==> config.mk <==
export PLATFORM = sky130hd
export DESIGN_NAME = pgchain_init
export DESIGN_NICKNAME = d
export VERILOG_FILES = /design/src/rtl/pgchain_pkg.sv /design/src/rtl/pgchain_entry_gen.sv /design/src/rtl/pgchain_poll.sv /design/src/rtl/pgchain_ctrl.sv /design/src/rtl/pgchain_init.sv
export SDC_FILE = /design/constraint.sdc
export NUM_CORES = 1
export LEC_CHECK = 0
export ABC_AREA = 1
export BUFFER_PORTS_ARGS = -buffer_cell sky130_fd_sc_hd__buf_2
export CAP_MARGIN = 20
export CORE_MARGIN = 5
export CORE_UTILIZATION = 45
export CTS_CLUSTER_DIAMETER = 40
export DETAILED_ROUTE_END_ITERATION = 10
export GPL_ROUTABILITY_DRIVEN = 0
export HOLD_SLACK_MARGIN = 0.08
export PLACE_DENSITY = 0.77
export SLEW_MARGIN = 20
export SYNTH_ARGS = -nofsm -noshare
export SYNTH_HDL_FRONTEND = slang
export SYNTH_HIERARCHICAL = 1
export SYNTH_SLANG_ARGS = --single-unit
==> constraint.sdc <==
create_clock -name clk -period 3.1 [get_ports clk]
set_clock_uncertainty 0.05 [all_clocks]
set_input_delay 0.31 -clock clk [delete_from_list [all_inputs] [get_ports clk]]
set_output_delay 0.31 -clock clk [all_outputs]
set_load 0.02 [all_outputs]
==> src/rtl/pgchain_pkg.sv <==
// Shared encodings for the page chain initializer.
// Assumes a 2-bit operation field in the command word and in the status readback.
package pgchain_pkg;
    localparam int OPW = 2;
    localparam logic [OPW-1:0] OP_IDLE  = 2'b00;
    localparam logic [OPW-1:0] OP_WRITE = 2'b01;

    typedef enum logic [1:0] {
        PH_LINEAR = 2'd0,
        PH_TERM   = 2'd1,
        PH_RING   = 2'd2,
        PH_CLOSE  = 2'd3
    } phase_e;

    typedef enum logic [1:0] {
        ST_IDLE  = 2'd0,
        ST_ISSUE = 2'd1,
        ST_POLL  = 2'd2
    } state_e;
endpackage

==> src/rtl/pgchain_entry_gen.sv <==
// Entry value generator: maps a table address to the value it must hold and
// the region it belongs to. Purely combinational.
// Assumes 1 <= bnd_i <= last_i and DW >= AW.
module pgchain_entry_gen
    import pgchain_pkg::*;
#(
    parameter int AW = 8,
    parameter int DW = 8
) (
    input  logic [AW-1:0] addr_i,
    input  logic [AW-1:0] bnd_i,
    input  logic [AW-1:0] last_i,
    output logic [DW-1:0] data_o,
    output phase_e        phase_o
);
    localparam logic [DW-1:0] END_MARK = {DW{1'b1}};

    logic [AW-1:0] list_tail;
    logic [AW-1:0] addr_next;

    assign list_tail = bnd_i - AW'(1);
    assign addr_next = addr_i + AW'(1);

    // Region decode and value selection for the current address.
    always_comb begin
        if (addr_i < list_tail) begin
            phase_o = PH_LINEAR;
            data_o  = DW'(addr_next);
        end else if (addr_i == list_tail) begin
            phase_o = PH_TERM;
            data_o  = END_MARK;
        end else if (addr_i < last_i) begin
            phase_o = PH_RING;
            data_o  = DW'(addr_next);
        end else begin
            phase_o = PH_CLOSE;
            data_o  = DW'(bnd_i);
        end
    end
endmodule

==> src/rtl/pgchain_poll.sv <==
// Poll judge: counts the active status samples of the write in flight and
// decides, per sample, whether the write completed or timed out.
// Assumes clear_i pulses once per issued write, before the first sample.
module pgchain_poll
    import pgchain_pkg::*;
#(
    parameter int PLW = 16
) (
    input  logic           clk,
    input  logic           rst_n,
    input  logic           clear_i,
    input  logic           sample_i,
    input  logic [OPW-1:0] stat_op_i,
    input  logic [PLW-1:0] limit_i,
    output logic           ok_o,
    output logic           timeout_o
);
    localparam logic [PLW-1:0] CNT_MAX = {PLW{1'b1}};

    logic           stat_idle;
    logic [PLW-1:0] busy_cnt;

    assign stat_idle = (stat_op_i == OP_IDLE);

    // Saturating count of active samples for the write in flight.
    always_ff @(posedge clk) begin
        if (!rst_n) begin
            busy_cnt <= '0;
        end else if (clear_i) begin
            busy_cnt <= '0;
        end else if (sample_i && !stat_idle && busy_cnt != CNT_MAX) begin
            busy_cnt <= busy_cnt + PLW'(1);
        end
    end

    // Per-sample verdict: an idle sample always wins over the limit.
    assign ok_o      = sample_i && stat_idle;
    assign timeout_o = sample_i && !stat_idle && (busy_cnt >= limit_i);

    // a fresh write starts polling from a zero count
    p_cnt_cleared_r8: assert property (@(posedge clk) disable iff (!rst_n)
        clear_i |=> busy_cnt == '0);
    // never both completed and timed out
    p_verdict_excl_r8: assert property (@(posedge clk) disable iff (!rst_n)
        !(ok_o && timeout_o));
endmodule

==> src/rtl/pgchain_ctrl.sv <==
// Run controller: accepts a start, walks the table addresses upward one write
// at a time, and ends the run on the final completion or on the first timeout.
// Assumes the poll judge produces at most one verdict per poll cycle.
module pgchain_ctrl
    import pgchain_pkg::*;
#(
    parameter int AW  = 8,
    parameter int PLW = 16
) (
    input  logic           clk,
    input  logic           rst_n,
    input  logic           start_i,
    input  logic [AW-1:0]  boundary_i,
    input  logic [AW-1:0]  last_i,
    input  logic [PLW-1:0] poll_limit_i,
    input  logic           poll_ok_i,
    input  logic           poll_to_i,
    input  phase_e         phase_i,
    output logic           accept_o,
    output logic           issue_o,
    output logic           polling_o,
    output logic           busy_o,
    output logic [AW-1:0]  addr_o,
    output logic [AW-1:0]  bnd_o,
    output logic [AW-1:0]  last_o,
    output logic [PLW-1:0] limit_o,
    output logic           done_o,
    output logic           err_o,
    output logic [AW-1:0]  err_addr_o,
    output logic [1:0]     err_phase_o
);
    state_e state_q;

    assign accept_o  = (state_q == ST_IDLE) && start_i;
    assign issue_o   = (state_q == ST_ISSUE);
    assign polling_o = (state_q == ST_POLL);
    assign busy_o    = (state_q != ST_IDLE);

    // Sequencing state, address walk and end-of-run flags.
    always_ff @(posedge clk) begin
        if (!rst_n) begin
            state_q     <= ST_IDLE;
            addr_o      <= '0;
            bnd_o       <= '0;
            last_o      <= '0;
            limit_o     <= '0;
            done_o      <= 1'b0;
            err_o       <= 1'b0;
            err_addr_o  <= '0;
            err_phase_o <= '0;
        end else begin
            case (state_q)
                ST_IDLE: begin
                    if (start_i) begin
                        bnd_o   <= boundary_i;
                        last_o  <= last_i;
                        limit_o <= poll_limit_i;
                        addr_o  <= '0;
                        done_o  <= 1'b0;
                        err_o   <= 1'b0;
                        state_q <= ST_ISSUE;
                    end
                end
                ST_ISSUE: begin
                    state_q <= ST_POLL;
                end
                ST_POLL: begin
                    if (poll_to_i) begin
                        err_o       <= 1'b1;
                        err_addr_o  <= addr_o;
                        err_phase_o <= phase_i;
                        state_q     <= ST_IDLE;
                    end else if (poll_ok_i) begin
                        if (addr_o == last_o) begin
                            done_o  <= 1'b1;
                            state_q <= ST_IDLE;
                        end else begin
                            addr_o  <= addr_o + AW'(1);
                            state_q <= ST_ISSUE;
                        end
                    end
                end
                default: state_q <= ST_IDLE;
            endcase
        end
    end

    // a command strobe never lasts more than one cycle
    p_cmd_pulse_r2: assert property (@(posedge clk) disable iff (!rst_n)
        issue_o |=> !issue_o);
    // a start seen while busy leaves the captured boundary alone
    p_start_ignored_r11: assert property (@(posedge clk) disable iff (!rst_n)
        (busy_o && start_i) |=> $stable(bnd_o));
    // flags stay low while a run is in progress
    p_busy_quiet_r10: assert property (@(posedge clk) disable iff (!rst_n)
        busy_o |-> (!done_o && !err_o));
endmodule

==> src/rtl/pgchain_init.sv <==
// Page chain table initializer, top level. Packs each entry into a command
// word, issues it, polls the status field and reports done or the failing
// address and region. Assumes 1 <= boundary_i <= last_i and DW >= AW, and that
// the table memory shows a non-idle status from the cycle after each command
// until the write is complete.
module pgchain_init
    import pgchain_pkg::*;
#(
    parameter int AW  = 8,
    parameter int DW  = 8,
    parameter int PLW = 16
) (
    input  logic              clk,
    input  logic              rst_n,
    input  logic              start_i,
    input  logic [AW-1:0]     boundary_i,
    input  logic [AW-1:0]     last_i,
    input  logic [PLW-1:0]    poll_limit_i,
    output logic              cmd_wr_o,
    output logic [AW+DW+1:0]  cmd_word_o,
    input  logic [1:0]        stat_op_i,
    output logic              busy_o,
    output logic              done_o,
    output logic              err_o,
    output logic [AW-1:0]     err_addr_o,
    output logic [1:0]        err_phase_o
);
    logic           accept;
    logic           issue;
    logic           polling;
    logic           poll_ok;
    logic           poll_to;
    logic [AW-1:0]  cur_addr;
    logic [AW-1:0]  run_bnd;
    logic [AW-1:0]  run_last;
    logic [PLW-1:0] run_limit;
    logic [DW-1:0]  entry_data;
    phase_e         entry_phase;

    pgchain_ctrl #(.AW(AW), .PLW(PLW)) u_ctrl (
        .clk         (clk),
        .rst_n       (rst_n),
        .start_i     (start_i),
        .boundary_i  (boundary_i),
        .last_i      (last_i),
        .poll_limit_i(poll_limit_i),
        .poll_ok_i   (poll_ok),
        .poll_to_i   (poll_to),
        .phase_i     (entry_phase),
        .accept_o    (accept),
        .issue_o     (issue),
        .polling_o   (polling),
        .busy_o      (busy_o),
        .addr_o      (cur_addr),
        .bnd_o       (run_bnd),
        .last_o      (run_last),
        .limit_o     (run_limit),
        .done_o      (done_o),
        .err_o       (err_o),
        .err_addr_o  (err_addr_o),
        .err_phase_o (err_phase_o)
    );

    pgchain_entry_gen #(.AW(AW), .DW(DW)) u_gen (
        .addr_i (cur_addr),
        .bnd_i  (run_bnd),
        .last_i (run_last),
        .data_o (entry_data),
        .phase_o(entry_phase)
    );

    pgchain_poll #(.PLW(PLW)) u_poll (
        .clk      (clk),
        .rst_n    (rst_n),
        .clear_i  (issue),
        .sample_i (polling),
        .stat_op_i(stat_op_i),
        .limit_i  (run_limit),
        .ok_o     (poll_ok),
        .timeout_o(poll_to)
    );

    // Command word packing: operation above data above address.
    assign cmd_wr_o   = issue;
    assign cmd_word_o = {OP_WRITE, entry_data, cur_addr};

    // Order tracker for the ascending-address check.
    logic [AW-1:0] prev_addr;
    logic          have_prev;
    always_ff @(posedge clk) begin
        if (!rst_n || accept) begin
            prev_addr <= '0;
            have_prev <= 1'b0;
        end else if (cmd_wr_o) begin
            prev_addr <= cmd_word_o[AW-1:0];
            have_prev <= 1'b1;
        end
    end

    // the first write of a run targets address 0
    p_first_zero_r7: assert property (@(posedge clk) disable iff (!rst_n)
        (cmd_wr_o && !have_prev) |-> cmd_word_o[AW-1:0] == '0);
    // each later write targets the next address up
    p_ascending_r7: assert property (@(posedge clk) disable iff (!rst_n)
        (cmd_wr_o && have_prev) |-> cmd_word_o[AW-1:0] == prev_addr + AW'(1));
    // the list tail carries the end marker
    p_term_r4: assert property (@(posedge clk) disable iff (!rst_n)
        (cmd_wr_o && cmd_word_o[AW-1:0] == run_bnd - AW'(1))
            |-> cmd_word_o[AW+DW-1:AW] == {DW{1'b1}});
    // the top entry points back to the boundary page
    p_close_r6: assert property (@(posedge clk) disable iff (!rst_n)
        (cmd_wr_o && cmd_word_o[AW-1:0] == run_last)
            |-> cmd_word_o[AW+DW-1:AW] == DW'(run_bnd));
    // nothing is issued once a run has aborted
    p_err_stops_r9: assert property (@(posedge clk) disable iff (!rst_n)
        err_o |-> !cmd_wr_o);
    // done and error are exclusive
    p_flags_excl_r10: assert property (@(posedge clk) disable iff (!rst_n)
        !(done_o && err_o));
endmodule

==> results of run 1 <==
==> routing by layer <==
layer	wire length (um)	share of wire, %	global-route usage [%]	vias up
met5	0	0	0	-
met4	152	1.4	6.06	0
met3	667	6.2	3.41	12
met2	5190	48	31.5	133
met1	4770	44	23.9	1934
li1	-	-	-	2255
==> power groups by stage <==
stage               Sequential (mW)  Clock [mW]  Combinational (mW)
finish                         1.07       0.833               0.795
global route                   1.08       0.884               0.911
CTS                            1.07       0.848               0.773
detailed placement             1.09           0               0.767
global placement               1.09           0               0.758
floorplan                      1.07           0               0.591
==> metrics by stage <==
| step | power (mW) | instances | utilization (%) |
|---|---|---|---|
| floorplan | 1.66 | 668 | - |
| global placement | 1.85 | 855 | 50.3 |
| detailed placement | 1.86 | 855 | 50.3 |
| CTS | 2.69 | 871 | 52.6 |
| global route | 2.88 | 873 | 53.0 |
| finish | 2.70 | 873 | 53.0 |
==> sequential cells by signal, indices dropped and copies added, names as in the netlist <==
| signal | flops |
|---|---|
| u_ctrl/limit_o | 16 |
| u_ctrl/done_o | 1 |
| u_ctrl/err_o | 1 |
| u_ctrl/err_phase_o | 2 |
| u_ctrl/state_q | 2 |
| u_ctrl/err_addr_o | 8 |
| u_poll/busy_cnt | 16 |
| u_ctrl/bnd_o | 8 |
| u_ctrl/addr_o | 8 |
| u_ctrl/last_o | 8 |
==> what timing repair did <==
action | 4_1_cts | 5_1_grt
setup endpoints to repair | 0 | 8
buffers inserted | 0 | 1
resized for setup | 0 | 4
==> cell type report <==
type	count	area, um2	area share, %
Tap cell	133	166	3.24
Multi-Input combinational cell	503	2660	51.9
Timing Repair Buffer	73	383	7.46
Sequential cell	70	1400	27.3
Inverter	78	294	5.73
Clock buffer	9	124	2.41
Clock inverter	7	97.6	1.90
==> worst min-delay path: stages <==
cell and delay, ps:
buf_2 80, nor2_1 30, nor2_1 80
==> cells in the final DEF, fill, tap and decap left out, types with 2 or more instances in the layout <==
master / count
nand2_1: 169
nor2_1: 111
inv_1: 70
dfxtp_1: 70
buf_2: 66
a21oi_1: 42
o21ai_0: 41
ha_1: 35
nand3_1: 25
xnor2_1: 13
clkbuf_8: 9
xor2_1: 9
buf_4: 7
nand4_1: 6
inv_2: 5
nor2_2: 5
nand3_2: 4
nand2_2: 4
o21ai_1: 4
nand3b_1: 4
nor3_1: 4
nand2_4: 3
nor3_2: 3
o21bai_1: 3
or2_1: 3
conb_1: 2
clkinvlp_4: 2
bufinv_16: 2
clkinv_2: 2
clkinv_1: 2
or2_2: 2
nor3_4: 2
nor3b_1: 2
o21a_1: 2
==> logic make-up (layout without fill, tap and decap cells) <==
kind of cell / Yosys count / after routing
AO/OA/AOI/OAI: 95 / 96
adder cells (fa/ha/maj): 35 / 35
XOR/XNOR: 22 / 22
other: 2 / 2
AND/OR/NAND/NOR: 348 / 348
buffers and inverters: 96 / 167
flip-flops: 70 / 70
==> path summary, 6_finish.rpt <==
| path | start | end | slack [ps] |
|---|---|---|---|
| worst max register to register | u_poll/busy_cnt[0] | u_ctrl/addr_o[5] | 610 |
| worst min-delay path | poll_limit_i[2] | u_ctrl/limit_o[2] | 140 |
| worst min register to register | u_ctrl/done_o | u_ctrl/done_o | 410 |
| worst max-delay path | u_ctrl/bnd_o[0] | cmd_word_o[13] | 120 |
==> impl_results.md, run 1 <==
- Pre-antenna DRT Iters: 4
- Lkg Pwr: 2.46 nW
- Max_cap viols: 0
- Port Buffers: 66
- Clk_lat worst skew: roughly 340 ps
- Top cells by area, synth: dfxtp_1 32%, nand2_1 14%, ha_1 9.9%
- Post-synthesis compound-gate area fraction: between 10 and 15%
- Final antenna-violating net count: 0
- Sequential share of power: 39.6%
- Vias in the first global route: 3948
- Most frequent cells after synthesis: 169 x nand2_1, 111 x nor2_1, 70 x dfxtp_1, 70 x inv_1, 42 x a21oi_1
- Dpl hpwl: around 7.6 mm
- Grt ovf: 0
- Tcrit/Tclk final: a little under 100%
- Crit Path Category: register to output pin
- Area grow syn2layout: 15.6%
- PD cells: 526 nW/um2
- Ys flop type: dfxtp_1
- Fill count: 960
- WL/cell: 12.3 um
- Htree depth: 3
- Hold Path Depth: 3
- Largest family of logic cells by synthesized area: simple AND/OR/NAND/NOR gates
- Pre-CTS WS: ~550 ps
- Sink Count: 70
- Fmax: about 340 MHz
- First-pass GRT wire length: 18.0 mm
- CTS clk-pin slew, worst paths: 80 ps
- Seq/Total Area, Yosys: approximately a third
- Delay of the slowest critical-path stage: 390 ps
- Tightest Pin Transition: slightly above 600 ps
- TritonCTS Buffers: 9
- Share of post-route cells with drive strength above 1: 16.5%
- R2R cell count: 16
- Register bit total from synthesis: 70
- Net switching power: 982 uW
- Combinational Power Share: 29.5%
- Final Instance Area: 5130 um2
- Async SR Flop Fraction: 0%
- Width of the die: 109 um
- Area of the core: 9680 um2
- Crit path max-delay cell type: dfxtp_1
- Kind of end point of the critical path: output pin
- Final WL: 10.8 mm
- Final net count: 807
- Die H: 109 um
- Simple-Gate Fraction of Synth Area: 33.7%
- WP depth: 14
- CTS hold repair buffers: 0
- Mux contribution to synthesized area: 0%
- Synth Warn #: 6
- Count leader, synth: nand2_1
- Setup Total Neg Slack: 0 ps
- Setup violators final: 0
- Vias per inst: between 4 and 5
- Die ar.: 11900 um2
- Post-Synth XOR/XNOR Area: 4.34%
- Slew HR: about three fifths
- Vias: around 4300
- Root Buffer Master: clkbuf_8
- Rows: 36
- Delay-heaviest family, CP: simple AND/OR/NAND/NOR gates
- CP Data Required Time: 2740 ps
- CTS Buffer Depth: 2
- Cell repeated most along the worst path: nand2_1
- Data arrival time of the worst path: 2620 ps
- Diodes inserted: 0
- Final hold viol count: 0
- Initial Util: a little under half
- TritonCTS clock tree: done
- Synthesized area per cell: between 6 and 7 um2
- Dpl cell area: 4870 um2
- Total GRT Usage: between 15 and 20%
- Post-Syn Area: 4440 um2
- CP bufs+invs: 2
- Switching share of total power: 36.4%
- Worst setup margin: 121 ps
- Adder-cell share of the synthesized area: 9.87%
- Post-synth EDFFs: 0
- WHS: 139 ps
- Synth top area share: between 30% and 40%
- DRC: 0
- Initial antenna violation count: 0
- Cell taking the most area after synthesis: dfxtp_1
- Iter 0 DRT Violations: 304
- Mapped Cells: 668
- Status: finished, final reports clean
- Largest net degree at the start of global routing: 37
- Net count of the mapped netlist: 740
- Netlist cell types: 37
- Pins over their slew limit: 0
- Ports: between 60 and 70
- Worst Hold Class: primary input to register
- Tmin final: 2980 ps
- Clock power frac: between 30% and 40%
- Internal power: around 1.7 mW
- Cell chain of the critical path: inv_1 -> ha_1 -> nand2_1 -> nor3_2 -> xnor2_1 -> ha_1 -> nand2_1 -> nor2_1 -> nand2_2 -> a21oi_2 -> nand2_1 -> nand2_1 -> nand2_1 -> buf_2
- Peak fanout along the critical path: 4
- Maximum VDD drop: 0.234 mV
- Crit start category: register
(Power assumes the default switching activity.)
==> run 2, diff against run 1 <==
==> constraint.sdc (replaced) <==
create_clock -name clk -period 3.4 [get_ports clk]
set_clock_uncertainty 0.05 [all_clocks]
set_input_delay 0.34 -clock clk [delete_from_list [all_inputs] [get_ports clk]]
set_output_delay 0.34 -clock clk [all_outputs]
set_load 0.02 [all_outputs]
==> impl_results.md, run 2 (synthesis results as in run 1) <==
- Commonest cells after routing, fill and taps aside: 169 x nand2_1, 111 x nor2_1, 70 x inv_1, 70 x dfxtp_1, 66 x buf_2
- Pins over their slew limit: 0 (unchanged)
- Crit Path Category: register to output pin
- Diodes inserted: 0 (unchanged)
- Vias: 4305 (-0.67%)
- Share of post-route cells with drive strength above 1: 15.8% (-0.65 points)
- Data arrival time of the worst path: 2590 ps (-30 ps)
- Grt ovf: 0 (unchanged)
- Worst setup margin: 416 ps (+295 ps)
- Post_cts resized: 0 (unchanged)
- Non-Filler Instances: 872 (-0.11%)
- Largest registers: u_ctrl/limit_o: 16 flops, u_poll/busy_cnt: 16 flops
- Final hold viol count: 0 (unchanged)
- Die ar.: 11900 um2 (unchanged)
- Crit path max-delay cell type: nor3_1
- Tcrit/Tclk final: 87.8%
- PD cells: 485 nW/um2 (-7.7%)
- Iter 0 DRT Violations: 331 (+8.9%)
- Final WL: 10.7 mm (-0.90%)
- Final antenna-violating net count: 0 (unchanged)
- Tightest Pin Transition: 625 ps (+3.15 ps)
- Crit start category: register
- Width of the die: 109 um (unchanged)
- Slew HR: 58.2% (-0.21 points)
- First-pass GRT wire length: 17.8 mm (-0.85%)
- DRC: 0 (unchanged)
- Overall power: 2.48 mW (-7.9%)
- Fill count: 963 (+0.31%)
- Worst reg-to-reg setup slack: 900 ps (+290 ps)
- Setup Buffers After CTS: 0 (unchanged)
- Root Buffer Master: clkbuf_8
- Sink Count: 70 (unchanged)
- Peak fanout along the critical path: 9 (+5)
- Worst Hold Class: primary input to register
- TritonCTS clock tree: done
- Port Buffers: 66 (unchanged)
- Pre-antenna DRT Iters: 5 (+1)
- Largest net degree at the start of global routing: 37 (unchanged)
- CP Data Required Time: 3010 ps (+270 ps)
- Lkg Pwr: 2.45 nW (-0.16%)
- RSZ-0062 raised after global routing: no
- Cell chain of the critical path: nor3_2 -> nand3b_1 -> nor3_2 -> xnor2_1 -> ha_1 -> nand2_1 -> nor3_1 -> a21oi_4 -> nand2_1 -> nand2_1 -> nand2_1 -> buf_2
- CTS Buffer Depth: 2 (unchanged)
- Final Instance Area: 5120 um2 (-0.20%)
- Rows: 36 (unchanged)
- Dpl hpwl: 7.59 mm (-0.38%)
- Final net count: 806 (-0.12%)
- Initial Util: 45.8% (unchanged)
- Maximum VDD drop: 0.212 mV (-9.1%)
- Ports: 69 (unchanged)
- Kind of end point of the critical path: output pin
- CTS clk-pin slew, worst paths: 70 ps (about the same)
- Most common cell after layout, fill and taps aside: nand2_1
- Fmax: 335 MHz
- Setup Total Neg Slack: 0 ps (unchanged)
- CP bufs+invs: 1 (-1)
- Delay-heaviest family, CP: simple AND/OR/NAND/NOR gates
- Setup violators final: 0 (unchanged)
- Area grow syn2layout: 15.4%
- Initial antenna violation count: 0 (unchanged)
- Status: finished, final reports clean
- Dpl cell area: 4880 um2 (+0.15%)
- Area of the core: 9680 um2 (unchanged)
- Cell repeated most along the worst path: nand2_1
- Die H: 109 um (unchanged)
- Htree depth: 3 (unchanged)
- Clk_lat worst skew: 350 ps (about the same)
- Tmin final: 2980 ps
- WL/cell: 12.2 um (-0.79%)
- Total GRT Usage: 18.8% (+0.22 points)
- Pre-CTS WS: 789 ps (+240 ps)
- Max_cap viols: 0 (unchanged)
- CTS hold repair buffers: 0 (unchanged)
- TritonCTS Buffers: 9 (unchanged)
- Placed Cells incl. Taps: 856 (+0.12%)
- Vias in the first global route: 3998 (+1.3%)
- Delay of the slowest critical-path stage: 410 ps (+20 ps)
- Vias per inst: 4.94 (-0.56%)
-- run 2: power breakdown --
part           internal (mW)  total, mW  switching [mW]
combinational          0.248      0.705           0.458
sequential             0.894      0.971          0.0765
clock                  0.486      0.809           0.323
-- run 2: metal layers --
metal	up-vias	global-route usage, %	routed length, um	part of all wire [%]
met1	1936	22.4	4710	44
li1	2241	-	-	-
met4	0	6.23	156	1.5
met5	-	0	0	0
met2	112	33.6	5260	49
met3	16	3.88	555	5.2
-- run 2: stage by stage --
| stage | utilization, % | hold WS, ps |
|---|---|---|
| 2_1_floorplan | - | 406 |
| 3_3_place_gp | 50.4 | 392 |
| 3_5_place_dp | 50.4 | 399 |
| 4_1_cts | 52.9 | 153 |
| 5_1_grt | 52.9 | 154 |
| 6_report | 52.9 | 165 |
-- run 2: final timing paths --
| check | start | endpoint | cells after the start |
|---|---|---|---|
| max reg2reg | u_poll/busy_cnt[0] | u_ctrl/addr_o[4] | 16 |
| max | u_ctrl/bnd_o[2] | cmd_word_o[13] | 12 |
| min | poll_limit_i[3] | u_ctrl/limit_o[3] | 3 |
| min reg2reg | u_ctrl/done_o | u_ctrl/done_o | 2 |
-- run 2: area by class of cell --
cell class	instances	area, um2	area share (%)
Clock buffer	10	128	2.49
Clock inverter	6	110	2.15
Inverter	78	294	5.74
Multi-Input combinational cell	502	2640	51.5
Sequential cell	70	1400	27.4
Tap cell	133	166	3.25
Timing Repair Buffer	73	383	7.48
-- run 2: tightest hold or removal path: cells and delay by family --
kind	cells	cell delay [ps]
buffers and inverters	1	70
and+or+nand+nor	2	110
==> run 3, diff against run 2 <==
--- a/config.mk
+++ b/config.mk
@@ -9,12 +9,13 @@
 export BUFFER_PORTS_ARGS = -buffer_cell sky130_fd_sc_hd__buf_2
 export CAP_MARGIN = 20
 export CORE_MARGIN = 5
-export CORE_UTILIZATION = 45
+export CORE_UTILIZATION = 57
 export CTS_CLUSTER_DIAMETER = 40
+export CTS_CLUSTER_SIZE = 12
 export DETAILED_ROUTE_END_ITERATION = 10
 export GPL_ROUTABILITY_DRIVEN = 0
 export HOLD_SLACK_MARGIN = 0.08
-export PLACE_DENSITY = 0.77
+export PLACE_DENSITY = 0.91
 export SLEW_MARGIN = 20
 export SYNTH_ARGS = -nofsm -noshare
 export SYNTH_HDL_FRONTEND = slang
==> impl_results.md, run 3 (synthesis results as in run 1) <==
- PD cells: 463 nW/um2 (-4.6%)
- Final WL: 11.4 mm (+6.5%)
- Crit Path Category: register to output pin
- Peak fanout along the critical path: 9 (unchanged)
- Pre-antenna DRT Iters: 5 (unchanged)
- CP Data Required Time: 3010 ps (about the same)
- Sink Count: 70 (unchanged)
- Htree depth: 3 (unchanged)
- Area of the core: 7650 um2 (-21%)
- Tcrit/Tclk final: 92.3% (+4.5 points)
- Max_cap viols: 0 (unchanged)
- Dpl hpwl: 8.22 mm (+8.3%)
- Initial antenna violation count: 0 (unchanged)
- Root Buffer Master: clkbuf_8
- Status: finished, final reports clean
- CTS hold repair buffers: 0 (unchanged)
- TritonCTS clock tree: done
- Share of post-route cells with drive strength above 1: 15.4% (-0.46 points)
- Vias per inst: 5.40 (+9.3%)
- Diodes inserted: 0 (unchanged)
- Grt ovf: 0 (unchanged)
- Placed Cells incl. Taps: 823 (-3.9%)
- Maximum VDD drop: 0.244 mV (+15%)
- Clk_lat worst skew: 350 ps (about the same)
- Data arrival time of the worst path: 2750 ps (+160 ps)
- Area grow syn2layout: 12.7%
- Most common cell after layout, fill and taps aside: nand2_1
- Final antenna-violating net count: 0 (unchanged)
- Tmin final: 3140 ps (+153 ps)
- Die H: 98.2 um (-10%)
- Setup Total Neg Slack: 0 ps (unchanged)
- Largest registers: u_ctrl/limit_o: 16 flops, u_poll/busy_cnt: 16 flops
- Port Buffers: 66 (unchanged)
- Final net count: 804 (-0.25%)
- Initial Util: 58.0% (+12 points)
- Ports: 69 (unchanged)
- Total GRT Usage: 23.6% (+4.8 points)
- Vias in the first global route: 4451 (+11%)
- Vias: 4516 (+4.9%)
- Die ar.: 9650 um2 (-19%)
- Pins over their slew limit: 0 (unchanged)
- Iter 0 DRT Violations: 225 (-32%)
- CTS Buffer Depth: 2 (unchanged)
- Overall power: 2.32 mW (-6.8%)
- WL/cell: 13.6 um (+11%)
- Rows: 32 (-11%)
- DRC: 0 (unchanged)
- Setup violators final: 0 (unchanged)
- WHS: 167 ps (+1.90 ps)
- Kind of end point of the critical path: output pin
- TritonCTS Buffers: 9 (unchanged)
- Crit start category: register
- Non-Filler Instances: 837 (-4.0%)
- Fmax: 319 MHz (-4.9%)
- First-pass GRT wire length: 19.0 mm (+6.7%)
- CTS clk-pin slew, worst paths: 70 ps (about the same)
- Width of the die: 98.2 um (-10%)
- Final hold viol count: 0 (unchanged)
- Slew HR: 58.6% (+0.37 points)
- Setup Buffers After CTS: 0 (unchanged)
- Post_cts resized: 0 (unchanged)
- Largest net degree at the start of global routing: 37 (unchanged)
- Tightest Pin Transition: 620 ps (-5.59 ps)
- Commonest cells after routing, fill and taps aside: 169 x nand2_1, 111 x nor2_1, 70 x inv_1, 70 x dfxtp_1, 66 x buf_2
- Worst Hold Class: primary input to register
- Lkg Pwr: 2.42 nW (-1.3%)
- RSZ-0062 raised after global routing: no
-- run 3: cell types whose count changed in the layout (fill, tap and decap cells not counted), sizes merged --
cell,before,now
bufinv,3,0
buf,73,71
clkbuf,10,13
clkinvlp,2,0
-- run 3: metal layers --
metal,vias up,share of wire (%),GRT usage [%]
li1,2235,-,-
met1,2081,40,25.0
met2,163,50,43.5
met3,37,6.5,5.50
met4,0,3.4,11.7
met5,-,0,0
-- run 3: worst paths after layout --
| check | startpoint | endpoint | slack, ps | cells after the start |
|---|---|---|---|---|
| setup / recovery | u_ctrl/bnd_o[2] | cmd_word_o[11] | 260 | 12 |
| hold / removal | poll_limit_i[2] | u_ctrl/limit_o[2] | 170 | 3 |
| setup reg to reg | u_poll/busy_cnt[0] | u_ctrl/addr_o[3] | 820 | 16 |
| hold reg to reg | u_ctrl/done_o | u_ctrl/done_o | 400 | 2 |
-- run 3: critical path, cell delays in order (launching register included) --
cell,delay [ps]
dfxtp_1,370
nor3_2,280
nand3b_1,170
nor3_2,180
xnor2_1,110
ha_1,310
nand2_1,90
o21a_1,240
a21oi_4,290
nand2_1,100
nand2_1,70
nand2_1,40
buf_2,150
-- run 3: final cells by class --
type                            instances  area, um2
Inverter                               78        294
Clock buffer                           13        169
Timing Repair Buffer                   71        368
Clock inverter                          1       5.00
Fill cell                             661       2650
Multi-Input combinational cell        502       2640
Tap cell                              102        128
Sequential cell                        70       1400
-- run 3: report_power, final --
part           leakage [nW]  internal, mW  switching [mW]  total [mW]
Clock                0.0914         0.316           0.300       0.616
Sequential            0.572         0.895          0.0761       0.971
Combinational          1.76         0.248           0.482       0.730
Total                  2.42          1.46           0.858        2.32
-- run 3: through the flow --
stage / instance area [um2] / setup WS [ps] / utilization [%]
floorplan: 4440 / 984 / -
global placement: 4830 / 887 / 63.1
detailed placement: 4830 / 707 / 63.1
CTS: 5000 / 323 / 65.4
global route: 5000 / 140 / 65.4
finish: 5000 / 263 / 65.4
